### config.mk
export PLATFORM = sky130hd
export DESIGN_NAME = pwr_mode_ctrl
export DESIGN_NICKNAME = d
export VERILOG_FILES = /design/src/rtl/pmc_pkg.sv /design/src/rtl/pmc_path_sel.sv /design/src/rtl/pmc_settle_timer.sv /design/src/rtl/pmc_clk_map.sv /design/src/rtl/pwr_mode_ctrl.sv
export SDC_FILE = /design/constraint.sdc
export NUM_CORES = 1
export LEC_CHECK = 0
export BUFFER_PORTS_ARGS = -buffer_cell sky130_fd_sc_hd__buf_2
export CAP_MARGIN = 10
export CORE_UTILIZATION = 45
export DETAILED_ROUTE_END_ITERATION = 16
export GPL_TIMING_DRIVEN = 0
export PLACE_DENSITY_LB_ADDON = 0.15
export SYNTH_ARGS = -nofsm -noshare
export SYNTH_HDL_FRONTEND = slang
export SYNTH_SLANG_ARGS = --single-unit
### constraint.sdc
create_clock -name clk -period 3 [get_ports clk]
set_clock_uncertainty 0.15 [all_clocks]
set_input_delay 0.45 -clock clk [delete_from_list [all_inputs] [get_ports clk]]
set_output_delay 0.45 -clock clk [all_outputs]
set_load 0.005 [all_outputs]
### src/rtl/pmc_pkg.sv
// Package pmc_pkg: shared mode codes, control bundle and clock-select
// encoding for the power-mode controller. Assumes 3-bit mode output.
package pmc_pkg;

    typedef enum logic [2:0] {
        PM_HIGH  = 3'd0,
        PM_MED   = 3'd1,
        PM_SUB   = 3'd2,
        PM_SLEEP = 3'd3,
        PM_WATCH = 3'd4
    } pm_mode_e;

    typedef struct packed {
        logic sby;   // standby select
        logic lspd;  // low-speed on
        logic mspd;  // medium-speed on
        logic dten;  // direct-transition enable
        logic tsel;  // timer clock select
    } pm_ctrl_t;

    localparam logic [1:0] CLK_HIGH = 2'b00;
    localparam logic [1:0] CLK_MED  = 2'b01;
    localparam logic [1:0] CLK_SUB  = 2'b10;

    // True for the three running modes.
    function automatic logic is_run(input pm_mode_e m);
        return (m == PM_HIGH) || (m == PM_MED) || (m == PM_SUB);
    endfunction

endpackage

### src/rtl/pmc_path_sel.sv
// Module pmc_path_sel: combinational decoder that, for the current running
// mode and control bits, says whether a legal direct path exists, where it
// lands, whether it passes through watch, and whether it needs a settling
// wait. Assumes it is only consulted while in a running mode.
module pmc_path_sel
    import pmc_pkg::*;
(
    input  pm_mode_e from_mode,
    input  pm_ctrl_t ctrl,
    output logic     path_ok,
    output pm_mode_e dest,
    output logic     via_watch,
    output logic     need_settle
);

    logic to_sub_ok;
    logic sleep_hop_ok;

    // Shared conditions: watch-based move to subactive, sleep-based speed swap.
    always_comb begin
        to_sub_ok    = ctrl.sby && ctrl.lspd && ctrl.tsel;
        sleep_hop_ok = !ctrl.sby && !ctrl.lspd;
    end

    // Per-mode path table.
    always_comb begin
        path_ok     = 1'b0;
        dest        = from_mode;
        via_watch   = ctrl.sby;
        need_settle = 1'b0;
        unique case (from_mode)
            PM_HIGH: begin
                if (to_sub_ok) begin
                    path_ok = 1'b1;
                    dest    = PM_SUB;
                end else if (sleep_hop_ok && ctrl.mspd) begin
                    path_ok = 1'b1;
                    dest    = PM_MED;
                end
            end
            PM_MED: begin
                if (to_sub_ok) begin
                    path_ok = 1'b1;
                    dest    = PM_SUB;
                end else if (sleep_hop_ok && !ctrl.mspd) begin
                    path_ok = 1'b1;
                    dest    = PM_HIGH;
                end
            end
            PM_SUB: begin
                if (ctrl.sby && !ctrl.lspd && !ctrl.mspd && ctrl.tsel) begin
                    path_ok     = 1'b1;
                    dest        = PM_HIGH;
                    need_settle = 1'b1;
                end
            end
            default: begin
                path_ok = 1'b0;
            end
        endcase
    end

endmodule

### src/rtl/pmc_settle_timer.sv
// Module pmc_settle_timer: down-counter that times a direct pass-through.
// On load it holds 2^(field+BASE_LOG2)-1 when a settling wait is wanted,
// else 0; done is high when the count has reached zero. Assumes tick is
// only raised while a direct pass-through is in progress.
module pmc_settle_timer #(
    parameter int FIELD_W   = 3,
    parameter int BASE_LOG2 = 6
) (
    input  logic               clk,
    input  logic               rst_n,
    input  logic               load,
    input  logic               use_field,
    input  logic [FIELD_W-1:0] field,
    input  logic               tick,
    output logic               done
);

    localparam int CNT_W = BASE_LOG2 + (1 << FIELD_W) - 1;

    logic [CNT_W:0]   span;
    logic [CNT_W-1:0] cnt_q;

    // Wait length selected by the field, one bit wider to hold the top value.
    always_comb begin
        span = (CNT_W+1)'(1) << (int'(field) + BASE_LOG2);
    end

    // Load on entry, then count down to zero.
    always_ff @(posedge clk) begin
        if (!rst_n) begin
            cnt_q <= '0;
        end else if (load) begin
            cnt_q <= use_field ? CNT_W'(span - 1'b1) : '0;
        end else if (tick && (cnt_q != '0)) begin
            cnt_q <= cnt_q - 1'b1;
        end
    end

    // Expiry flag.
    always_comb begin
        done = (cnt_q == '0);
    end

endmodule

### src/rtl/pmc_clk_map.sv
// Module pmc_clk_map: maps the latest running mode to the clock-speed
// select code. Assumes run_mode only ever holds a running mode.
module pmc_clk_map
    import pmc_pkg::*;
(
    input  pm_mode_e    run_mode,
    output logic [1:0]  clk_sel
);

    // Encoding lookup.
    always_comb begin
        unique case (run_mode)
            PM_MED:  clk_sel = CLK_MED;
            PM_SUB:  clk_sel = CLK_SUB;
            default: clk_sel = CLK_HIGH;
        endcase
    end

endmodule

### src/rtl/pwr_mode_ctrl.sv
// Module pwr_mode_ctrl: top-level mode state machine. It accepts sleep
// requests in running modes, steers them into plain sleep/watch or a direct
// transition, times the pass-through and lands in the target mode with a
// one-cycle interrupt pulse. Assumes sleep_req is a single-cycle pulse and
// all controls are synchronous to clk.
module pwr_mode_ctrl
    import pmc_pkg::*;
#(
    parameter int FIELD_W   = 3,
    parameter int BASE_LOG2 = 6
) (
    input  logic               clk,
    input  logic               rst_n,
    input  logic               sleep_req,
    input  logic               sby_sel,
    input  logic               lspd_on,
    input  logic               mspd_on,
    input  logic               dt_en,
    input  logic               tmr_sel,
    input  logic [FIELD_W-1:0] settle_sel,
    input  logic               dt_irq_en,
    input  logic               gmask,
    input  logic               wake_irq,
    output logic [2:0]         mode,
    output logic [1:0]         clk_sel,
    output logic               cpu_halt,
    output logic               dt_irq
);

    pm_mode_e mode_q;
    pm_mode_e run_q;
    pm_mode_e dest_q;
    logic     direct_q;
    logic     locked_q;
    logic     irq_q;

    pm_ctrl_t ctrl;
    logic     path_ok;
    pm_mode_e path_dest;
    logic     via_watch;
    logic     need_settle;
    logic     in_run;
    logic     accept;
    logic     attempt;
    logic     go_direct;
    logic     timer_done;
    logic     wake_ok;

    // Bundle the control bits.
    always_comb begin
        ctrl.sby  = sby_sel;
        ctrl.lspd = lspd_on;
        ctrl.mspd = mspd_on;
        ctrl.dten = dt_en;
        ctrl.tsel = tmr_sel;
    end

    pmc_path_sel u_path (
        .from_mode   (mode_q),
        .ctrl        (ctrl),
        .path_ok     (path_ok),
        .dest        (path_dest),
        .via_watch   (via_watch),
        .need_settle (need_settle)
    );

    // Request classification for this cycle.
    always_comb begin
        in_run    = is_run(mode_q);
        accept    = in_run && sleep_req;
        attempt   = accept && ctrl.dten && path_ok;
        go_direct = attempt && !gmask && dt_irq_en;
        wake_ok   = wake_irq && !locked_q && !gmask;
    end

    pmc_settle_timer #(
        .FIELD_W   (FIELD_W),
        .BASE_LOG2 (BASE_LOG2)
    ) u_timer (
        .clk       (clk),
        .rst_n     (rst_n),
        .load      (accept),
        .use_field (go_direct && need_settle),
        .field     (settle_sel),
        .tick      (direct_q && !in_run),
        .done      (timer_done)
    );

    // Mode sequencing: entry, pass-through, landing and wake.
    always_ff @(posedge clk) begin
        if (!rst_n) begin
            mode_q   <= PM_HIGH;
            run_q    <= PM_HIGH;
            dest_q   <= PM_HIGH;
            direct_q <= 1'b0;
            locked_q <= 1'b0;
            irq_q    <= 1'b0;
        end else begin
            irq_q <= 1'b0;
            if (in_run) begin
                if (accept) begin
                    mode_q   <= (path_ok ? via_watch : ctrl.sby) ? PM_WATCH : PM_SLEEP;
                    direct_q <= go_direct;
                    locked_q <= attempt && gmask;
                    dest_q   <= path_dest;
                end
            end else if (direct_q) begin
                if (timer_done) begin
                    mode_q   <= dest_q;
                    run_q    <= dest_q;
                    direct_q <= 1'b0;
                    irq_q    <= 1'b1;
                end
            end else if (wake_ok) begin
                mode_q <= run_q;
            end
        end
    end

    pmc_clk_map u_clk (
        .run_mode (run_q),
        .clk_sel  (clk_sel)
    );

    // Output drive.
    always_comb begin
        mode     = mode_q;
        cpu_halt = !in_run;
        dt_irq   = irq_q;
    end

endmodule

# Yosys cells after proc, flatten, opt, wreduce, memory -nomap -nowiden
# Cells that the tools add are included.
dict set report op_classes {
  n_addsub 3
  mul 0
  n_div 0
  n_lt_le_gt_ge 0
  eq_ne 6
  shift 1
  mux 28
  bitwise_logic 3
  reduce_logical 36
}
# op n
set op_table {}
lappend op_table {{$mux W13} 3}
lappend op_table {{$mux W3} 11}
lappend op_table {{$shl A1 B32 Y13 const A} 1}
lappend op_table {{$sub A13 B1 Y13 const B} 2}
lappend op_table {{$logic_and A1 B1 Y1} 19}
lappend op_table {{$logic_not A13 Y1} 1}
lappend op_table {{$reduce_bool A13 Y1} 1}
lappend op_table {{$mux W1} 11}
lappend op_table {{$pmux W3 S3} 1}
lappend op_table {{$eq A3 B1 Y1 const B} 2}
lappend op_table {{$eq A3 B2 Y1 const B} 2}
lappend op_table {{$logic_not A1 Y1} 6}
lappend op_table {{$reduce_and A3 Y1} 2}
lappend op_table {{$add A3 B3 Y4 const B} 1}
lappend op_table {{$pmux W2 S2} 1}
lappend op_table {{$logic_not A3 Y1} 1}
lappend op_table {{$ne A3 B1 Y1 const B} 1}
lappend op_table {{$not A1 Y1} 3}
lappend op_table {{$pmux W1 S3} 1}
lappend op_table {{$reduce_bool A3 Y1} 1}
lappend op_table {{$reduce_or A3 Y1} 1}
lappend op_table {{$logic_or A1 B1 Y1} 2}
lappend op_table {{$ne A2 B1 Y1 const B} 1}
lappend op_table {{$reduce_and A2 Y1} 1}
lappend op_table {{$reduce_bool A2 Y1} 1}
dict set report word_totals {
  reg_bits 25
  latchBits 0
  ramBits 0
  mem_bits_ro 0
  inputBits 14
  out_inout_bits 7
  wordCells 84
  n_memories 0
}

# Logic depth before layout (Yosys ltp)
dict set report logic_depth {
  ltp_word 12
  ltp_mapped 12
  depth_no_buf 10
}

# By module
# Synthesis repeated with hierarchy kept, for this count alone.
dict set report unflattened {
  hier_cells 231
  hier_area_um2 1793.0
}
# module instances cells_each area_each_um2 seq_area_each_um2
set modules_own_cells {}
lappend modules_own_cells {pmc_settle_timer 1 146 1097.3 260.2}
lappend modules_own_cells {pwr_mode_ctrl 1 65 566.8 240.2}
lappend modules_own_cells {pmc_path_sel 1 18 113.9 0.0}
lappend modules_own_cells {pmc_clk_map 1 2 15.0 0.0}

# Worst setup path after synthesis
# Ideal clock, no wire load.
dict set report synth_path {
  kind {input to register}
  startpoint {input port settle_sel[1]}
  endpoint {register u_timer.cnt_q[10]}
  setup_time_ns 0.119
  t_arrival_ns 2.620
  required_time_ns 2.731
  setup_slack_ns 0.111
  cell_stages 12
  n_path_buf 2
  path_cell_list {clkbuf_1 inv_1 ha_1 clkbuf_1 nand3_1 ha_1 nor3b_1 nor4_1 a21o_1 a22oi_1 nor2_1 o221a_1}
}
dict set report synth_between {
  elab_chain_cells 5
}
# item line
set synth_lines {}
lappend synth_lines {{start: declaration} pwr_mode_ctrl.sv:20} ;# input logic [FIELD_W-1:0] settle_sel,
lappend synth_lines {{$add A3 B3 Y4} pmc_settle_timer.sv:25} ;# span = (CNT_W+1)'(1) << (int'(field) + BASE_LOG2);
lappend synth_lines {{$shl A1 B32 Y13} pmc_settle_timer.sv:25}
lappend synth_lines {{$sub A13 B1 Y13} pmc_settle_timer.sv:33} ;# cnt_q <= use_field ? CNT_W'(span - 1'b1) : '0;
lappend synth_lines {{$mux W13} pmc_settle_timer.sv:33}
lappend synth_lines {{$mux W13} pmc_settle_timer.sv:32} ;# end else if (load) begin
lappend synth_lines {{end signal: assignment} pmc_settle_timer.sv:33}
lappend synth_lines {{end signal: assignment} pmc_settle_timer.sv:35} ;# cnt_q <= cnt_q - 1'b1;
lappend synth_lines {{end: declaration} pmc_settle_timer.sv:21} ;# logic [CNT_W-1:0] cnt_q;
# No other way between the ends.
# A chain may end at the register's enable or synchronous reset.

# Final worst setup path
# Same ends and word-level chain as after synthesis.

==> impl_metrics.py <==
metrics = {
    "cts": {
        "post_cts_resized": 0,
        "cts.path.max_buffers": 2,
        "cts_root_buf": "clkbuf_8",
        "cts_tree": "done",
        "cts.clk_slew.worst_paths_ns": 0.10,
        "post_cts_buffers": 0,
        "cts_buffers": 3,
        "clock_sinks": 25,
        "htree_levels": 1,
        "insertion_delay_ns": 0.27,
        "cts_hold_buf": 0,
    },
    "die": {
        "io_pins": 21,
        "core_region_area_mm2": 0.003468,
        "dieHeight_um": 63.25,
        "die_area_mm2": 0.004000,
        "placementRows": 21,
        "chipWidth_um": 63.25,
        "start_util_pct": 48.67,
    },
    "run": {
        "maxCapViolations": 0,
    },
    "worst_setup_path": {
        "worst-r2r-setup-slack_ns": 0.63,
        "r2r_end": "u_timer.cnt_q[10]$_SDFFE_PN0P_",
        "path_cells": "buf_2, inv_1, ha_1, clkbuf_2, nand3_1, ha_1, nor3b_2, nor4_1, a21o_1, a22oi_1, nor2_1, o221a_1",
        "crit_type": "in2reg",
        "worst-path-max-fanout": 13,
        "path_delay_family": "adder cells",
        "critPathCaptureType": "register",
        "critical_path_required_ns": 3.02,
        "path_common_cell": "ha_1",
        "arrival_ns": 2.69,
        "start_kind": "input pin",
        "r2r_start": "u_timer.cnt_q[0]$_SDFFE_PN0P_",
        "critPathSlowestCell": "ha_1",
        "reg2reg_depth": 8,
        "worst-path-buf-inv": 3,
        "critPathMaxStageDelay_ns": 0.34,
    },
    "synthesis": {
        "synth.top_cell.area_share_pct": 29.65,
        "synth.distinct_cells": 50,
        "synth_nets": 240,
        "ys_top_cells_by_area": "dfxtp_1, a21oi_1, mux2i_1",
        "avgSynthCellArea_um2": 7.672,
        "synth_cells": 220,
        "async_flop_share_pct": 0,
        "syn_area_mm2": 0.001688,
        "synth_edf_count": 0,
        "synth_top_cells_by_count": "dfxtp_1, nor2_1, nand2_1",
        "yosysMostFrequentCell": "dfxtp_1",
        "synth_warnings": 0,
        "synth_ff_type": "dfxtp_1",
        "synth_top_area_cell": "dfxtp_1",
        "ys_ff_latch": 25,
        "seq_area_frac_synth_pct": 29.65,
    },
    "timing": {
        "timing.final.crit_period_ns": 2.668,
        "tightest_slew_ns": 0.5092,
        "max_freq_mhz": 374.8,
        "rsz0062_at_grt": "false",
        "setup_viol": 0,
        "fin_crit_sh_pct": 88.95,
        "finalMaxSlewViolations": 0,
        "hold_viol": 0,
        "slew_headroom_pct": 65.74,
    },
    "worst_hold_path": {
        "hp-class": "reg2reg",
        "hold_start": "dest_q[0]$_SDFFE_PN0P_",
        "min_delay_path_depth": 2,
        "min_to": "dest_q[0]$_SDFFE_PN0P_",
    },
    "power_and_ir_drop": {
        "p_clk_share_pct": 25.7,
        "power_density_mw_per_mm2": 426.4,
        "power.switching_uw": 267.8,
        "power.leakage_nw": 0.7772,
        "power_frac_comb_pct": 28.0,
        "pwr-share-seq_pct": 46.3,
        "swShare_pct": 33.19,
        "power_uw": 806.7,
        "max-vdd-ir-drop_uv": 264.1,
        "power.internal_uw": 539.0,
    },
    "routing": {
        "drtAntennaViolNets": 0,
        "avgViaCountPerCell": 5.524,
        "drt_iter0_markers": 92,
        "totalWireLength_um": 3778,
        "wl_per_cell_um": 13.12,
        "dr.pass1.iters": 4,
        "vias": 1591,
        "drc_errors": 0,
    },
    "global_route": {
        "antenna_found_initial": 0,
        "grt_pass1_wl_um": 6603,
        "gr-total-overflow": 0,
        "grt_max_degree": 16,
        "grtUsageTotal_pct": 20.40,
        "grt_pass1_vias": 1483,
    },
    "outcome": {
        "status": "finished clean",
    },
    "placement": {
        "dpl_cell_area_mm2": 0.001841,
        "port_buffers": 19,
        "hpwl_um": 2936,
        "gp_routability_congestion": 0.8175,
    },
    "cells_and_area": {
        "insertedDiodeCount": 0,
        "area_growth_pct": 12.08,
        "nNetsFinal": 263,
        "fin_area_mm2": 0.001892,
        "drive_above_1_share_pct": 14.88,
    },
}
==> cells by family after synthesis <==
logic type	share of synthesized area, %
adders and majority gates	4.448
AOI/OAI and AO/OA	20.53
xor gates and xnor gates	2.594
and+or+nand+nor	31.21
buffers and inverters	4.893
DFF	29.65
muxes	6.672
==> cells in the final DEF (no fill, tap or decap), types with 2 or more instances in the layout <==
master     n
a211oi_1   3
a21o_1     2
a21oi_1   19
a22oi_1    2
a31oi_1    2
and2_1     2
and3_1     3
buf_2     19
clkbuf_1   8
clkbuf_8   3
dfxtp_1   25
ha_1       6
inv_1      9
mux2_2     2
mux2i_1    9
nand2_1   20
nand3_1    9
nand4_1    2
nor2_1    23
nor2b_1    3
nor3_1    15
nor3b_1    5
nor4_1     4
o211a_1    2
o21ai_0   10
o22ai_1    2
or3b_1     2
xor2_1     4
==> per-stage QoR <==
step	hold WS, ns	util (%)	worst slack (ns)	std cells	setup TNS, ns
finish	0.3444	54.55	0.3316	288	0
global route	0.3667	54.55	0.06287	288	0
CTS	0.3472	54.37	0.2304	288	0
detailed placement	0.3331	53.07	-0.3395	285	-0.8395
global placement	0.3251	53.07	-0.3324	285	-0.8087
floorplan	0.2983	-	0.1111	220	0
==> worst max-delay path by stage <==
stage	startpoint	endpoint	depth (start not counted)
after global routing	settle_sel[1]	u_timer.cnt_q[4]$_SDFFE_PN0P_	12
after CTS	settle_sel[1]	u_timer.cnt_q[10]$_SDFFE_PN0P_	12
after detailed placement	settle_sel[1]	u_timer.cnt_q[10]$_SDFFE_PN0P_	13
after global placement	settle_sel[1]	u_timer.cnt_q[10]$_SDFFE_PN0P_	13
after floorplan	settle_sel[1]	u_timer.cnt_q[10]$_SDFFE_PN0P_	12
final	settle_sel[1]	u_timer.cnt_q[10]$_SDFFE_PN0P_	12
==> flip-flops by register name (all words and copies together), names as in the netlist <==
name,flops
dest_q,3
mode,3
run_q,3
u_timer.cnt_q,13
dt_irq,1
locked_q,1
direct_q,1
==> power groups by stage <==
stage / sequential [mW] / combinational, mW / clock (mW)
6_report: 0.374 / 0.226 / 0.207
5_1_grt: 0.378 / 0.253 / 0.225
4_1_cts: 0.373 / 0.224 / 0.213
3_5_place_dp: 0.381 / 0.224 / 0
3_3_place_gp: 0.381 / 0.223 / 0
2_1_floorplan: 0.377 / 0.172 / 0
==> routing by layer <==
layer / vias up / wire [µm] / global-route usage [%]
met3: 2 / 202 / 3.804
met1: 707 / 1928 / 27.89
met5: - / 0 / 0
li1: 834 / - / -
met2: 48 / 1627 / 33.60
met4: 0 / 19 / 3.409
==> cell type report <==
type / instances / area (µm²)
plain buffers: 10 / 46.29
multi-input cells: 175 / 1110
clock buffers: 3 / 41.29
inverters: 9 / 33.78
fillers: 364 / 1577
clock inverters: 1 / 7.507
well taps: 46 / 57.56
repair buffers: 19 / 95.09
flip-flops and latches: 25 / 500.5
==> tightest hold or removal path: stages (launching register included) <==
cell,delay [ns]
dfxtp_1,0.34
nand2_1,0.06
a21oi_1,0.06
Power figures use the tool's default switching activity.
